**config.mk**
```make
export PLATFORM = sky130hd
export DESIGN_NAME = keycode_serial_sender
export DESIGN_NICKNAME = d
export VERILOG_FILES = /design/src/rtl/kss_pkg.sv /design/src/rtl/kss_control.sv /design/src/rtl/kss_datapath.sv /design/src/rtl/keycode_serial_sender.sv
export SDC_FILE = /design/constraint.sdc
export NUM_CORES = 1
export LEC_CHECK = 0
export BUFFER_PORTS_ARGS = -buffer_cell sky130_fd_sc_hd__buf_4
export CAP_MARGIN = 15
export CORE_MARGIN = 2
export CORE_UTILIZATION = 54
export DETAILED_ROUTE_END_ITERATION = 8
export HOLD_SLACK_MARGIN = 0.06
export PLACE_DENSITY = 0.74
export SLEW_MARGIN = 15
export SYNTH_ARGS = -nofsm -noshare
export SYNTH_HDL_FRONTEND = slang
export SYNTH_SLANG_ARGS = --single-unit
```
**constraint.sdc**
```tcl
create_clock -name clk -period 1.72 [get_ports clk]
set_input_delay 0.258 -clock clk [delete_from_list [all_inputs] [get_ports clk]]
set_output_delay 0.258 -clock clk [all_outputs]
set_load 0.02 [all_outputs]
```
**src/rtl/kss_pkg.sv**
```systemverilog
package kss_pkg;

  // Strobes the control sends to the datapath each cycle.
  typedef struct packed {
    logic loadCode;    // copy the incoming key code into the holding register
    logic clearFrame;  // force the bit index back to slot 0
    logic stepBit;     // move to the next slot
  } kssStrobes_t;

endpackage

```
**src/rtl/kss_control.sv**
```systemverilog
module kss_control
  import kss_pkg::*;
#(
  parameter int CODE_W = 4,
  parameter int DIV    = 1000,
  localparam int DIV_W = $clog2(DIV + 1)
) (
  input  logic              clk,
  input  logic              rst,
  input  logic              keyActive,
  input  logic [CODE_W-1:0] keyCode,
  input  logic [CODE_W-1:0] heldCode,
  input  logic              frameDone,
  output kssStrobes_t       strobes,
  output logic [DIV_W-1:0]  divCnt
);

  logic divWrap;
  logic newCode;

  assign divWrap = (divCnt == DIV_W'(DIV - 1));
  assign newCode = (keyCode != '0) && (keyCode != heldCode);

  // Baud divider: runs only during a frame and is cleared by a key press.
  always_ff @(posedge clk) begin
    if (rst) begin
      divCnt <= '0;
    end else if (keyActive || frameDone) begin
      divCnt <= '0;
    end else if (divWrap) begin
      divCnt <= '0;
    end else begin
      divCnt <= divCnt + DIV_W'(1);
    end
  end

  always_comb begin
    strobes            = '0;
    strobes.loadCode   = newCode;
    strobes.clearFrame = keyActive;
    strobes.stepBit    = !keyActive && !frameDone && divWrap;
  end

endmodule

```
**src/rtl/kss_datapath.sv**
```systemverilog
module kss_datapath
  import kss_pkg::*;
#(
  parameter int CODE_W = 4,
  localparam int IDX_W = $clog2(CODE_W + 1),
  localparam int STOP_IDX = CODE_W
) (
  input  logic              clk,
  input  logic              rst,
  input  logic [CODE_W-1:0] keyCode,
  input  kssStrobes_t       strobes,
  output logic [CODE_W-1:0] heldCode,
  output logic [IDX_W-1:0]  bitIdx,
  output logic              frameDone,
  output logic              lineBit
);

  // Holding register for the last nonzero code.
  always_ff @(posedge clk) begin
    if (rst) begin
      heldCode <= '0;
    end else if (strobes.loadCode) begin
      heldCode <= keyCode;
    end
  end

  // Slot counter: parks at the stop slot.
  always_ff @(posedge clk) begin
    if (rst) begin
      bitIdx <= IDX_W'(STOP_IDX);
    end else if (strobes.clearFrame) begin
      bitIdx <= '0;
    end else if (strobes.stepBit) begin
      bitIdx <= bitIdx + IDX_W'(1);
    end
  end

  assign frameDone = (bitIdx == IDX_W'(STOP_IDX));

  // Slot selector: slot i carries code bit CODE_W-1-i, anything else is the stop level.
  logic [CODE_W-1:0] slotHit;
  genvar gi;
  generate
    for (gi = 0; gi < CODE_W; gi++) begin : gSlot
      assign slotHit[gi] = (bitIdx == IDX_W'(gi)) && heldCode[CODE_W-1-gi];
    end
  endgenerate

  always_comb begin
    lineBit = frameDone ? 1'b1 : (|slotHit);
  end

endmodule

```
**src/rtl/keycode_serial_sender.sv**
```systemverilog
module keycode_serial_sender
  import kss_pkg::*;
#(
  parameter int CLK_HZ = 100000,
  parameter int BAUD   = 100
) (
  input  logic       clk,
  input  logic       rst,
  input  logic [3:0] keyCode,
  input  logic       keyActive,
  output logic       serialOut,
  output logic       busy
);

  localparam int CODE_W = 4;
  localparam int DIV    = CLK_HZ / BAUD;
  localparam int DIV_W  = $clog2(DIV + 1);
  localparam int IDX_W  = $clog2(CODE_W + 1);

  kssStrobes_t       strobes;
  logic [CODE_W-1:0] heldCode;
  logic [IDX_W-1:0]  bitIdx;
  logic [DIV_W-1:0]  divCnt;
  logic              frameDone;
  logic              lineBit;

  kss_control #(.CODE_W(CODE_W), .DIV(DIV)) uCtrl (
    .clk       (clk),
    .rst       (rst),
    .keyActive (keyActive),
    .keyCode   (keyCode),
    .heldCode  (heldCode),
    .frameDone (frameDone),
    .strobes   (strobes),
    .divCnt    (divCnt)
  );

  kss_datapath #(.CODE_W(CODE_W)) uData (
    .clk       (clk),
    .rst       (rst),
    .keyCode   (keyCode),
    .strobes   (strobes),
    .heldCode  (heldCode),
    .bitIdx    (bitIdx),
    .frameDone (frameDone),
    .lineBit   (lineBit)
  );

  assign serialOut = lineBit;
  assign busy      = !frameDone;

endmodule

```
# Yosys cells after proc, flatten, opt, wreduce, memory -nomap -nowiden
# Index checks and enable logic that the tools add are counted.
# word_totals
register_bits	17
inputBits	7
wordCells	31
# classes
mux	3
add_sub_neg	2
eq_ne	6
n_reduce_logical	16
# op_table
cell	n
$add A10 B1 Y10 const B	1
$eq A10 B10 Y1 const B	1
$logic_and A1 B1 Y1	7
$eq A3 B2 Y1 const B	2
$mux W3	2
$ne A4 B4 Y1	1
$reduce_bool A4 Y1	1
$reduce_or A4 Y1	1
$add A3 B1 Y3 const B	1
$eq A3 B1 Y1 const B	1
$eq A3 B3 Y1 const B	1
$logic_not A3 Y1	1
$reduce_or A3 Y1	1
$logic_not A1 Y1	2
$reduce_bool A2 Y1	1
$reduce_or A2 Y1	1
$logic_or A1 B1 Y1	1
$mux W1	1

# Longest topological paths before layout
# depth
ltp_word	6
ltp_mapped	6

# Hierarchy
# From an unflattened synthesis, not the netlist that was laid out.
# unflattened
cells_unflattened	98
hier_area_um2	890.9
# by_module_without_submodules
module	seq_area_each_um2	n_inst	area_each_um2	cells_each
kss_control	200.2	1	526.8	60
kss_datapath	140.1	1	360.3	37
keycode_serial_sender	0.0	1	3.8	1

# Worst setup path before layout
# Ideal clock, no wire load.
# synth_path
kind	register -> register
from	register uCtrl.divCnt[0]
to	register uData.bitIdx[2]
t_arrival_ns	1.353
period_less_slack_ns	1.449
path_stages_with_launch	6
path_slack_ns	0.271
required_time_ns	1.625
path_cell_list	dfxtp_1 -> ha_1 -> and4bb_2 -> nand2_1 -> or4_1 -> o311ai_1
# synth_via
elab_chain_len	3
# synth_rtl
element	line	text
start, declared	kss_control.sv:15	output logic [DIV_W-1:0] divCnt
start signal, assigned	kss_control.sv:33	divCnt <= divCnt + DIV_W'(1);
$eq A10 B10 Y1	kss_control.sv:21	assign divWrap = (divCnt == DIV_W'(DIV - 1));
$logic_and A1 B1 Y1	kss_control.sv:41	strobes.stepBit = !keyActive && !frameDone && divWrap;
$reduce_bool A2 Y1 (no line)	-	
end signal, assigned	kss_datapath.sv:30	bitIdx <= IDX_W'(STOP_IDX);
end signal, assigned	kss_datapath.sv:34	bitIdx <= bitIdx + IDX_W'(1);
end, declared	kss_datapath.sv:13	output logic [IDX_W-1:0] bitIdx,
# No other way between the ends.
# A chain may end at the register's enable or synchronous reset.

# Final worst setup path
# layout_path
from	register uData.bitIdx[0]
to	output serialOut
# layout_via
elab_chain_len	4
word_cells_on_any_way	11
# layout_rtl
element	line	text
$eq A3 B1 Y1, or another cell as far along	kss_datapath.sv:45	assign slotHit[gi] = (bitIdx == IDX_W'(gi)) && heldCode[CODE_W-1-gi];
$logic_and A1 B1 Y1	kss_datapath.sv:45	
$reduce_or A4 Y1	kss_datapath.sv:50	lineBit = frameDone ? 1'b1 : (|slotHit);
$mux W1 *	kss_datapath.sv:50	
end, declared	keycode_serial_sender.sv:11	output logic serialOut,
# Mark *: on every way between the ends. The rest lies on a longest branch, timed or not.

==> results_tabular.tex <==
\begin{tabular}{lr}
\hline
Metric & Value \\
\hline
\multicolumn{2}{l}{\textbf{Outcome}} \\
Status & finished, final reports clean \\
\multicolumn{2}{l}{\textbf{CTS}} \\
CTS Root Cell & clkbuf\_4 \\
Number of buffers added by the clock tree synthesis step & 3 \\
Clock buffer depth & 2 \\
CTS H-tree depth & 1 \\
Insertion delay to the later sink of the worst-skew pair & 290 ps \\
CTS clk-pin slew, worst paths & 90 ps \\
Clock tree from TritonCTS & done \\
Num Clock Sinks & 17 \\
\multicolumn{2}{l}{\textbf{Final layout}} \\
Post-route core utilization & 68.7\% \\
Fill cell total of the finished layout & 124 \\
Net count reported at finish & 122 \\
Final std cell area, no fill & 927 µm² \\
Multi-input logic area & 430 µm² \\
Commonest non-fill, non-tap cells in the layout & dfxtp\_1 (16), nor2\_1 (13), buf\_4 (10) \\
Most common cell after layout, fill and taps aside & dfxtp\_1 \\
Number of inserted diodes & 0 \\
Syn-to-layout area delta & 16.0\% \\
Reg area & 342 µm² \\
Proportion of layout cells with a drive suffix above 1 & 15.7\% \\
Number of cells in the finished layout apart from fillers & 123 \\
\multicolumn{2}{l}{\textbf{Worst setup path}} \\
Critical Path Max Stage Delay & 350 ps \\
Category of the most critical setup path & register to output pin \\
CP Depth & 5 \\
Critical-path cell list & inv\_1, ha\_1, a22oi\_2, o211ai\_1, buf\_4 \\
Worst Path Buf+Inv & 2 \\
Max Fanout on Critical Path & 3 \\
Reg2Reg Depth & 5 \\
Critical Path Slowest Stage Cell & dfxtp\_2 \\
Crit path arrival time & 1370 ps \\
Startpoint Class & register \\
RR Endpoint & uData.bitIdx[2] \\
Reg-to-reg setup timing slack & 160 ps \\
CP Data Required Time & 1460 ps \\
Cell type group with the largest total delay on the critical path & flip-flops \\
Crit Reg-Reg Startpoint & uCtrl.divCnt[0] \\
CP endpoint kind & output pin \\
\multicolumn{2}{l}{\textbf{Logic synthesis}} \\
Avg Cell Area, Syn & 8.51 µm² \\
Number of warning messages in the yosys log & 0 \\
Gate Count Post-Synth & 94 \\
Post-synth cell types & 23 \\
Portion of the post-synthesis area used by sequential elements & 42.6\% \\
Post-Syn Nets & 107 \\
Number of flip-flops and latches in the synthesized netlist & 17 \\
Post-synth design cell area & 800 µm² \\
\multicolumn{2}{l}{\textbf{Route}} \\
Routed length on met3 & 48 µm \\
Number of remaining DRC errors & 0 \\
Via/cell ratio & 5.67 \\
Post-detailed-routing wire length & 1450 µm \\
Antenna-violating nets left & 0 \\
Vias post-DR & 697 \\
DRC marker count from the first detailed-route iteration & 7 \\
Routed length per instance & 11.8 µm \\
Number of detailed-route iterations in the first pass & 6 \\
Top sig layer & met4 \\
Detailed-route wire length on metal 1 & 676 µm \\
Met2 wire length & 702 µm \\
\multicolumn{2}{l}{\textbf{Timing}} \\
Final clock skew & 2.28 ps \\
Max-slew violation count & 0 \\
Transition time at the pin with the least slew margin & 207 ps \\
Final setup viols & 0 \\
Slew Limit Headroom & 86.0\% \\
RSZ-0062 raised after global routing & false \\
Final hold slack & 141 ps \\
Sum of negative setup slack & 0 ps \\
Total count of hold-check failures in the final report & 0 \\
Setup slack after layout & 87.4 ps \\
Fin crit share & 94.9\% \\
Post-layout minimum cycle time & 1630 ps \\
F\_max & 0.613 GHz \\
\multicolumn{2}{l}{\textbf{Global routing}} \\
Maximum number of pins on one net before global-route repair & 11 \\
Number of global-route vias before repair & 598 \\
First-pass GRT wire length & 2350 µm \\
Antenna violations before repair & 0 \\
Remaining global-route overflow & 0 \\
Global-route usage over all layers & 17.1\% \\
\multicolumn{2}{l}{\textbf{Placed design}} \\
Total cell area at the placement stage & 886 µm² \\
Post-DP HPWL & 1110 µm \\
Pre-CTS setup slack & 184 ps \\
\# port buffers & 8 \\
Placed Cells & 118 \\
Placer Congestion & 0.803 \\
\multicolumn{2}{l}{\textbf{Pwr}} \\
Pwr Density & 717 mW/mm² \\
Largest vdd supply drop & 0.000472 V \\
Leakage & 0.350 nW \\
Total power consumption of the routed design & 0.665 mW \\
\multicolumn{2}{l}{\textbf{Die}} \\
Area inside the core boundary & 0.00135 mm² \\
Row count & 13 \\
Number of placed I/O pins & 9 \\
Die Footprint & 0.00180 mm² \\
Die Wd & 42.5 µm \\
Die H & 42.5 µm \\
Initial cell density of the core & 59.2\% \\
\multicolumn{2}{l}{\textbf{Worst hold path}} \\
Capture endpoint of the worst hold path & uData.bitIdx[0] \\
Hold path depth & 2 \\
Path class of the lowest-slack min-delay path & input pin to register \\
HP Start & keyActive \\
\multicolumn{2}{l}{\textbf{Flow run}} \\
Max-cap check violation count & 0 \\
\hline
\end{tabular}
sequential cells by signal, indices dropped and copies added, names as in the netlist:
register,count
uCtrl.divCnt,10
uData.heldCode,4
uData.bitIdx,3
how the worst max path moves through the flow:
stage	startpoint	end	slack, ps
global placement	uCtrl.divCnt[0]	uData.bitIdx[2]	220
floorplan	uCtrl.divCnt[0]	uData.bitIdx[2]	270
detailed placement	uCtrl.divCnt[0]	uData.bitIdx[2]	180
finish	uData.bitIdx[0]	serialOut	90
CTS	uData.bitIdx[0]	serialOut	20
global route	uData.bitIdx[0]	serialOut	9
power by group:
group	switching, mW	internal (mW)
clock network	0.124	0.0865
registers	0.00529	0.401
logic	0.0250	0.0222
total	0.154	0.510
cells in the mapped netlist, drive strengths merged:
library cell  number  area [µm²]
dfxtp             17         340
nor2              13        48.8
inv                9        33.8
nand2              8        30.0
nand3              8        40.0
ha                 6        75.1
xnor2              5        43.8
a21oi              4        20.0
a31oi              4        25.0
nor3               3        15.0
nand3b             2        15.0
nand4              2        12.5
o21ai              2        10.0
or3                2        12.5
a22oi              1        7.51
and3               1        6.26
and4bb             1        12.5
nand4bb            1        11.3
o211ai             1        7.51
o21bai             1        7.51
o311ai             1        8.76
or4                1        7.51
xor2               1        8.76
layout make-up:
cell class                      instances  area share (%)
Clock buffer                            3            2.43
Clock inverter                          1           0.540
Multi-Input combinational cell         68            46.4
Inverter                                9            3.64
Timing Repair Buffer                   10            8.10
Tap cell                               15            2.02
Sequential cell                        17            36.8
per-layer routing:
layer	vias to the layer above	track usage, %
met5	-	0
met3	3	2.59
met2	16	30.2
li1	352	-
met4	0	7.50
met1	326	20.1
repair_timing:
action / CTS / global route
hold buffers: 0 / 0
buffers inserted: 0 / 1
setup endpoints to repair: 0 / 1
gates resized for setup: 0 / 2
logic make-up (layout without fill, tap and decap cells):
logic type | count (synthesis) | count (layout) | share of synthesized area, %
AO/OA/AOI/OAI | 14 | 14 | 10.8
XOR/XNOR | 6 | 6 | 6.57
adder cells (fa/ha/maj) | 6 | 6 | 9.39
buffers and inverters | 9 | 23 | 4.23
flip-flops | 17 | 17 | 42.6
AND/OR/NAND/NOR | 42 | 42 | 26.4
No activity file was read; power rests on OpenSTA's default activity.
